## src/rtl/csep_pkg.sv

```systemverilog
package csep_pkg;

  typedef enum logic [1:0] {
    ST_LINE  = 2'd0,
    ST_ARMED = 2'd1,
    ST_FILL  = 2'd2,
    ST_VACT  = 2'd3
  } sep_st_e;

endpackage

```

## src/rtl/csep_rst_sync.sv

```systemverilog
module csep_rst_sync (
  input  logic clk_i,
  input  logic arst_ni,
  output logic srst_no
);

  logic [1:0] sync_q;

  always_ff @(posedge clk_i or negedge arst_ni) begin
    if (!arst_ni) sync_q <= 2'b00;
    else          sync_q <= {sync_q[0], 1'b1};
  end

  assign srst_no = sync_q[1];

endmodule

```

## src/rtl/csep_run_meter.sv

```systemverilog
module csep_run_meter #(
  parameter int LOW_TH = 8,
  parameter int HI_TH  = 16
) (
  input  logic clk_i,
  input  logic rst_ni,
  input  logic cs_i,
  output logic fall_o,
  output logic long_low_o,
  output logic long_high_o
);

  localparam int MAXR  = (LOW_TH > HI_TH) ? LOW_TH : HI_TH;
  localparam int RUN_W = $clog2(MAXR + 2);
  localparam logic [RUN_W-1:0] RUN_SAT = RUN_W'(MAXR + 1);

  logic             prev_q, prev_d;
  logic [RUN_W-1:0] lo_q, lo_d, hi_q, hi_d;

  always_comb begin
    prev_d = cs_i;
    lo_d   = '0;
    hi_d   = '0;
    if (cs_i) hi_d = (hi_q == RUN_SAT) ? hi_q : hi_q + 1'b1;
    else      lo_d = (lo_q == RUN_SAT) ? lo_q : lo_q + 1'b1;
  end

  always_ff @(posedge clk_i or negedge rst_ni) begin
    if (!rst_ni) begin
      prev_q <= 1'b1;
      lo_q   <= '0;
      hi_q   <= '0;
    end else begin
      prev_q <= prev_d;
      lo_q   <= lo_d;
      hi_q   <= hi_d;
    end
  end

  assign fall_o      = prev_q & ~cs_i;
  assign long_low_o  = ~cs_i & (lo_q == RUN_W'(LOW_TH));
  assign long_high_o =  cs_i & (hi_q == RUN_W'(HI_TH));

endmodule

```

## src/rtl/csep_line_timer.sv

```systemverilog
module csep_line_timer #(
  parameter int CNT_W = 10
) (
  input  logic clk_i,
  input  logic rst_ni,
  input  logic fall_i,
  input  logic track_i,
  input  logic arm_clr_i,
  input  logic restart_i,
  output logic match_o
);

  localparam logic [CNT_W-1:0] CNT_MAX = '1;

  logic [CNT_W-1:0] hcnt_q, hcnt_d, hreg_q, hreg_d;
  logic             hval_q, hval_d;
  logic             line_edge;

  assign line_edge = track_i & fall_i;

  always_comb begin
    hcnt_d = (hcnt_q == CNT_MAX) ? hcnt_q : hcnt_q + 1'b1;
    hreg_d = hreg_q;
    hval_d = hval_q;
    if (line_edge || restart_i) hcnt_d = CNT_W'(1);
    if (line_edge && hval_q)    hreg_d = hcnt_q;
    if (arm_clr_i)              hval_d = 1'b0;
    else if (line_edge)         hval_d = 1'b1;
  end

  always_ff @(posedge clk_i or negedge rst_ni) begin
    if (!rst_ni) begin
      hcnt_q <= '0;
      hreg_q <= '0;
      hval_q <= 1'b0;
    end else begin
      hcnt_q <= hcnt_d;
      hreg_q <= hreg_d;
      hval_q <= hval_d;
    end
  end

  assign match_o = (hreg_q != '0) && (hcnt_q == hreg_q);

  // the measured period cannot move while the vertical interval runs
  a_r3_period_frozen: assert property (@(posedge clk_i) disable iff (!rst_ni)
    !track_i |=> $stable(hreg_q));

endmodule

```

## src/rtl/csep_vwiden.sv

```systemverilog
module csep_vwiden #(
  parameter int EXT = 19
) (
  input  logic clk_i,
  input  logic rst_ni,
  input  logic vs_next_i,
  output logic vw_o
);

  localparam int EW = $clog2(EXT + 1);

  logic [EW-1:0] ecnt_q, ecnt_d;
  logic          vw_q, vw_d;

  always_comb begin
    ecnt_d = '0;
    vw_d   = 1'b1;
    if (!vs_next_i) begin
      ecnt_d = EW'(EXT);
      vw_d   = 1'b0;
    end else if (ecnt_q != '0) begin
      ecnt_d = ecnt_q - 1'b1;
      vw_d   = 1'b0;
    end
  end

  always_ff @(posedge clk_i or negedge rst_ni) begin
    if (!rst_ni) begin
      ecnt_q <= '0;
      vw_q   <= 1'b1;
    end else begin
      ecnt_q <= ecnt_d;
      vw_q   <= vw_d;
    end
  end

  assign vw_o = vw_q;

endmodule

```

## src/rtl/csync_sep.sv

```systemverilog
module csync_sep
  import csep_pkg::*;
#(
  parameter int LOW_TH = 8,
  parameter int HI_TH  = 16,
  parameter int INS_W  = 2,
  parameter int VEXT   = 19,
  parameter int CNT_W  = 10
) (
  input  logic clk_i,
  input  logic rst_ni,
  input  logic csync_i,
  output logic hsync_o,
  output logic vsync_o,
  output logic vwide_o
);

  localparam int PW_W = $clog2(INS_W + 1);

  logic            srst_n;
  logic            fall_w, vdet_w, fin_w, match_w;
  logic            fire, ins_nx, in_vert;
  sep_st_e         st_q, st_d;
  logic [PW_W-1:0] pw_q, pw_d;
  logic            hs_q, hs_d, vs_q, vs_d;

  csep_rst_sync u_rst (
    .clk_i   (clk_i),
    .arst_ni (rst_ni),
    .srst_no (srst_n)
  );

  csep_run_meter #(.LOW_TH(LOW_TH), .HI_TH(HI_TH)) u_meter (
    .clk_i       (clk_i),
    .rst_ni      (srst_n),
    .cs_i        (csync_i),
    .fall_o      (fall_w),
    .long_low_o  (vdet_w),
    .long_high_o (fin_w)
  );

  assign in_vert = (st_q != ST_LINE);
  assign fire    = in_vert & match_w;

  csep_line_timer #(.CNT_W(CNT_W)) u_timer (
    .clk_i     (clk_i),
    .rst_ni    (srst_n),
    .fall_i    (fall_w),
    .track_i   (~in_vert),
    .arm_clr_i (~in_vert & vdet_w),
    .restart_i (fire),
    .match_o   (match_w)
  );

  always_comb begin
    st_d = st_q;
    unique case (st_q)
      ST_LINE:  if (vdet_w) st_d = ST_ARMED;
      ST_ARMED: if (fin_w) st_d = ST_LINE;
                else if (match_w) st_d = fall_w ? ST_VACT : ST_FILL;
      ST_FILL:  if (fin_w) st_d = ST_LINE;
                else if (fall_w) st_d = ST_VACT;
      ST_VACT:  if (fin_w) st_d = ST_LINE;
      default:  st_d = ST_LINE;
    endcase
  end

  always_comb begin
    ins_nx = (st_d == ST_FILL) || (st_d == ST_VACT);
    pw_d   = '0;
    hs_d   = csync_i;
    if (ins_nx) begin
      if (fire) begin
        pw_d = PW_W'(INS_W - 1);
        hs_d = 1'b0;
      end else if (pw_q != '0) begin
        pw_d = pw_q - 1'b1;
        hs_d = 1'b0;
      end else begin
        hs_d = 1'b1;
      end
    end
    vs_d = (st_d != ST_VACT);
  end

  always_ff @(posedge clk_i or negedge srst_n) begin
    if (!srst_n) begin
      st_q <= ST_LINE;
      pw_q <= '0;
      hs_q <= 1'b1;
      vs_q <= 1'b1;
    end else begin
      st_q <= st_d;
      pw_q <= pw_d;
      hs_q <= hs_d;
      vs_q <= vs_d;
    end
  end

  csep_vwiden #(.EXT(VEXT)) u_widen (
    .clk_i     (clk_i),
    .rst_ni    (srst_n),
    .vs_next_i (vs_d),
    .vw_o      (vwide_o)
  );

  assign hsync_o = hs_q;
  assign vsync_o = vs_q;

  // on ordinary lines the horizontal output trails the input by one clock
  a_r1_pass_through: assert property (@(posedge clk_i) disable iff (!srst_n)
    ($past(srst_n) && st_q == ST_LINE) |-> (hsync_o == $past(csync_i)));

  // the vertical interval can only open while the input is low
  a_r2_open_on_low: assert property (@(posedge clk_i) disable iff (!srst_n)
    (st_q != ST_LINE && $past(st_q) == ST_LINE) |-> !$past(csync_i));

  // vertical output falls only on a composite falling edge
  a_r6_vs_on_edge: assert property (@(posedge clk_i) disable iff (!srst_n)
    $fell(vsync_o) |-> $past(fall_w));

  // vertical output rises only after a long high run
  a_r7_vs_end_high: assert property (@(posedge clk_i) disable iff (!srst_n)
    $rose(vsync_o) |-> $past(fin_w));

  // widened pulse covers the vertical pulse
  a_r8_cover: assert property (@(posedge clk_i) disable iff (!srst_n)
    !vsync_o |-> !vwide_o);

  // widened pulse outlasts the vertical pulse
  a_r8_tail: assert property (@(posedge clk_i) disable iff (!srst_n)
    $rose(vsync_o) |-> !vwide_o);

endmodule

```

## config.mk

```make
export PLATFORM = sky130hd
export DESIGN_NAME = csync_sep
export DESIGN_NICKNAME = d
export VERILOG_FILES = /design/src/rtl/csep_pkg.sv /design/src/rtl/csep_rst_sync.sv /design/src/rtl/csep_run_meter.sv /design/src/rtl/csep_line_timer.sv /design/src/rtl/csep_vwiden.sv /design/src/rtl/csync_sep.sv
export SDC_FILE = /design/constraint.sdc
export NUM_CORES = 1
export LEC_CHECK = 0
export BUFFER_PORTS_ARGS = -buffer_cell sky130_fd_sc_hd__buf_2
export CAP_MARGIN = 20
export CORE_MARGIN = 8
export CORE_UTILIZATION = 45
export CTS_CLUSTER_DIAMETER = 80
export CTS_CLUSTER_SIZE = 12
export DETAILED_ROUTE_END_ITERATION = 6
export GPL_TIMING_DRIVEN = 0
export HOLD_SLACK_MARGIN = 0.08
export PLACE_DENSITY = 0.62
export SLEW_MARGIN = 0
export SYNTH_ARGS = -nofsm -noshare
export SYNTH_HDL_FRONTEND = slang
export SYNTH_SLANG_ARGS = --single-unit
export TNS_END_PERCENT = 5
```

## constraint.sdc

```tcl
create_clock -name clk_i -period 1.6 [get_ports clk_i]
set_clock_uncertainty 0.05 [all_clocks]
set_input_delay 0.16 -clock clk_i [delete_from_list [all_inputs] [get_ports clk_i]]
set_output_delay 0.16 -clock clk_i [all_outputs]
set_load 0.1 [all_outputs]
```

### After elaboration in Yosys (flattened, before gate mapping)

Index checks and enable logic that the tools add are counted.

| storage, ports and cells | value |
|---|---|
| output and inout port bits | 3 |
| word-level logic and storage cells | 77 |
| register bits | 46 |
| input bits | 3 |

| operators by class | value |
|---|---|
| multiplexer cells | 26 |
| eq/ne operators | 15 |
| reductions and logical operators | 10 |
| $add $sub $neg | 5 |
| bitwise logic cells | 8 |

Operators with widths:

| operator | count |
|---|---|
| $mux 5 | 6 |
| $mux 10 | 2 |
| $mux 2 | 9 |
| $eq 5x5->1 const B | 3 |
| $add 10x1->10 const B | 1 |
| $add 5x1->5 const B | 2 |
| $eq 10x10->1 | 1 |
| $eq 10x10->1 const B | 1 |
| $reduce_bool 10->1 | 1 |
| $eq 2x2->1 const B | 4 |
| $mux 1 | 8 |
| $ne 2x2->1 const B | 4 |
| $pmux 2 s4 | 1 |
| $and 1x1->1 | 6 |
| $reduce_bool 2->1 | 3 |
| $eq 5x4->1 const B | 1 |
| $reduce_bool 5->1 | 1 |
| $sub 5x1->5 const B | 1 |
| $eq 2x1->1 const B | 1 |
| $logic_and 1x1->1 | 2 |
| $logic_not 2->1 | 1 |
| $logic_or 1x1->1 | 2 |
| $not 1->1 | 2 |
| $sub 2x1->2 const B | 1 |

### Depth between registers and ports, before layout

| logic depth | value |
|---|---|
| depth in word-level cells | 9 |
| gate-level depth with buffers | 7 |
| depth with buffers taken out | 6 |

### Modules after synthesis

Synthesis repeated with hierarchy kept, for this count alone.

| unflattened totals | value |
|---|---|
| cell total of the unflattened synthesis | 229 |
| area total of the unflattened synthesis | 2438.6 um^2 |

By module, submodules not included:

| module | sequential area each (um^2) | area each (um^2) | instances | cells each |
|---|---|---|---|---|
| csep_line_timer | 525.5 | 1167.4 | 1 | 114 |
| csep_run_meter | 276.5 | 659.4 | 1 | 62 |
| csync_sep | 152.6 | 281.5 | 1 | 25 |
| csep_vwiden | 151.4 | 276.5 | 1 | 25 |
| csep_rst_sync | 50.0 | 53.8 | 1 | 3 |

### Worst setup path after synthesis

No wires, ideal clock.

| timing path | value |
|---|---|
| kind | flip-flop to flip-flop |
| from | reg u_timer.hcnt_q[0] |
| to | reg u_timer.hcnt_q[5] |
| path buffers | 1 |
| cell stages (with the launch flop) | 8 |
| slack | -37 ps |
| data required time | 1424 ps |
| setup time | 126 ps |
| period minus slack after synthesis | 1637 ps |
| data arrival time | 1461 ps |
| path through | dfrtp_1 ha_1 nand2_1 or3_1 buf_2 nand4_1 xor2_1 nor2_1 |

| on the way | value |
|---|---|
| word-level cells in the longest chain between the ends | 5 |
| elaborated cells between the ends (all ways) | 9 |
| classes of those cells | add/sub: 1; eq/ne: 3; mux: 2; bitwise: 1; reduce/logical: 2 |

RTL lines:

| item | line | RTL |
|---|---|---|
| start, declared | csep_line_timer.sv:15 | `logic [CNT_W-1:0] hcnt_q, hcnt_d, hreg_q, hreg_d;` |
| start signal, assigned | csep_line_timer.sv:37 | `hcnt_q <= hcnt_d;` |
| parallel branches: the longest is 5 deep, another holds $add 10x1->10 | - |  |

Several ways; the timed one is not identified. The select of a mux whose other input is x is not followed.
A chain may end at the register's enable or synchronous reset.

### Final worst setup path

| timing path | value |
|---|---|
| from | reg u_timer.hcnt_q[1] |
| to | reg u_timer.hcnt_q[7] |

The elaborated chain is that of the path after synthesis.

==> metrics.cfg <==
[die]
core_um2 = 5040
start_util = 0.459
pin_count = 6
row_count = 26
dieArea_um2 = 7690
die_h_um = 87.7
die_w_um = 87.7

[synth]
synth-edff-count = 0
ys_types = 46
synth_area_um2 = 2310
avgSynthCellArea_um2 = 11.2
synth_cells = 206
synth_flop_cell = dfrtp_1
async_flop_share = 1.00
yosys_warnings = 0
syn_nets = 217
ys_seq_area_frac = 0.500
ys_ff_latch = 46

[drt]
drt-total-wl_um = 3900
via_count = 1508
vias_per_cell = 5.04
drtIter0Drc = 62
antenna_left = 0
drt-wirelength-per-cell_um = 13.0
drc_errors = 0
dr.pass1.iters = 4

[timing]
rsz0062_at_grt = true
slew_viol_final = 0
setup_violations = 18
tns_ns = -1.33
hold_viol_final = 0
period_share = 1.07
max_freq_ghz = 0.585
period_needed_ns = 1.71
fin_ws_ns = -0.110

[grt]
grt_antenna_before_repair = 0
grt_overflow = 0
grt_pass1_wl_um = 7160
grt_usage = 0.119
grt_pass1_vias = 1556
grt_max_degree = 39

[clock_network]
cts_made_buffers = 5
path_clk_slew_ns = 0.08
max-clock-path-buffers = 2
cts_tree = yes
clk_latency_ns = 0.29
cts_root_buffer = clkbuf_8
cts_sinks = 46
h-tree-depth = 2

[final_layout]
final_net_count = 240
final_cells = 299
layout_commonest_cell = dfrtp_1
fillerInstances = 438
area_growth_pct = 15.7
layout_common_cells = dfrtp_1 (39), nor2_1 (25), xor2_1 (18)
num_antenna_cells = 0
regArea_um2 = 1160
drive_gt1_frac = 0.271
multi_input_area_um2 = 1120

[placed_design]
place_ws_ns = -0.205
dp.cells = 282
place_congestion = 0.709
portBuffers = 5
dp.final_hpwl_um = 2730

[run_status]
status = finished with violations
violations = setup timing

[power]
combPwrFrac = 0.385
total_power_mw = 3.91
internal_power_mw = 2.46
p_clk_frac = 0.179
switching_share = 0.371
switchingPower_mw = 1.45
power_leakage_nw = 1.24
p_per_area_nw_per_um2 = 1460
p_seq_frac = 0.436
ir_drop_mv = 0.880

[setup_path]
endpoint_kind = flip-flop
start_kind = flip-flop
r2r-start = u_timer.hcnt_q[1]
rrSetupSlack_ns = -0.11
path_max_fanout = 8
worstPathArrival_ns = 1.85
worstPathRequired_ns = 1.73
r2r_end = u_timer.hcnt_q[7]
rr_worst_depth = 7
crit_type = reg2reg

[min_path]
min_path_type = in2async

[run]
maxCapViolCount = 0

-- power groups by stage --
stage | clock [mW] | combinational, mW | sequential (mW)
after floorplan | 0 | 0.955 | 1.87
after global placement | 0 | 1.31 | 1.73
after detailed placement | 0 | 1.37 | 1.72
after CTS | 0.742 | 1.51 | 1.70
after global routing | 0.795 | 1.66 | 1.76
final | 0.702 | 1.51 | 1.71
-- layer usage --
layer  global-route usage  vias to the layer above  part of all wire
li1                     -                      742                 -
met1                0.151                      743              0.48
met2                0.187                       15              0.47
met3               0.0263                        8             0.028
met4               0.0563                        0             0.019
met5                    0                        -                 0
-- worst max-delay path by stage --
stage / from / endpoint / slack [ns] / depth (start not counted)
4_1_cts: u_timer.hcnt_q[4] / u_timer.hcnt_q[2] / -0.12 / 6
3_5_place_dp: u_timer.hcnt_q[6] / u_timer.hcnt_q[7] / -0.20 / 6
3_3_place_gp: u_rst.sync_q[1] / u_widen.ecnt_q[2] / -0.37 / 0
6_report: u_timer.hcnt_q[1] / u_timer.hcnt_q[7] / -0.11 / 7
2_1_floorplan: u_timer.hcnt_q[6] / u_widen.ecnt_q[3] / -0.02 / 6
5_1_grt: u_timer.hcnt_q[3] / u_timer.hcnt_q[0] / -0.21 / 6
-- cells by family after synthesis --
family / share of synthesized area
simple gates: 0.206
flops: 0.500
xor+xnor: 0.0941
compound gates: 0.0530
mux: 0.0709
buf+inv: 0.0314
fa+ha+maj: 0.0433
other cells: 0.00162
-- flip-flops by register name, summed over array words and instances, names as in the netlist --
register and count:
u_timer.hreg_q 10, st_q 2, u_timer.hcnt_q 10, u_meter.prev_q 1, hsync_o 1, pw_q 2
u_meter.lo_q 5, u_widen.vw_o 1, u_timer.hval_q 1, vsync_o 1, u_meter.hi_q 5, u_rst.sync_q 2
u_widen.ecnt_q 5
-- synth_stat cells (2+ instances only) --
cell type,count,area share
and4_1,2,0.0076
xor2_1,19,0.072
mux2i_1,4,0.017
nand4_1,6,0.016
and3_1,2,0.0054
nor2_1,25,0.041
inv_1,8,0.013
dfstp_2,4,0.045
nor3_1,2,0.0043
nand2_1,9,0.015
nand2b_1,3,0.0081
ha_1,8,0.043
a21oi_1,3,0.0065
o21a_1,2,0.0065
nand3_1,13,0.028
xnor2_1,4,0.015
o21ai_0,2,0.0043
buf_6,2,0.0097
nand2_2,2,0.0054
buf_2,4,0.0087
dfrtp_1,42,0.45
o211ai_1,3,0.0097
or3_1,2,0.0054
mux2_2,11,0.054
and2_1,2,0.0054
nor4_1,2,0.0054
-- worst max-delay path: stages (launching register included) --
cell     delay, ns
dfrtp_1       0.45
ha_2          0.22
nand2_1       0.09
or3_1         0.33
buf_6         0.15
nand4_1       0.10
xor2_1        0.16
nor2_1        0.06
-- stage by stage --
stage | utilization | instance area, um^2 | hold slack (ns)
after floorplan | - | 2320 | -0.186
after global placement | 0.483 | 2430 | -0.105
after detailed placement | 0.487 | 2460 | -0.103
after CTS | 0.530 | 2670 | 0.114
after global routing | 0.531 | 2680 | 0.116
final | 0.531 | 2680 | 0.130
-- layout make-up --
cell class | count | area share
clock buffer | 7 | 0.0322
sequential | 46 | 0.433
timing repair buffer | 17 | 0.0551
multi-input combinational | 146 | 0.419
tap | 70 | 0.0327
buffer | 5 | 0.0164
inverter | 8 | 0.0112
-- repair_timing --
action	4_1_cts	5_1_grt
endpoints found under the hold margin	9	0
hold buffers	3	0
gates resized for setup	8	2
pin swaps	9	3
buffers inserted	8	0
endpoints found under the setup margin	31	32
Note: power is estimated with default switching activity, not from simulation.
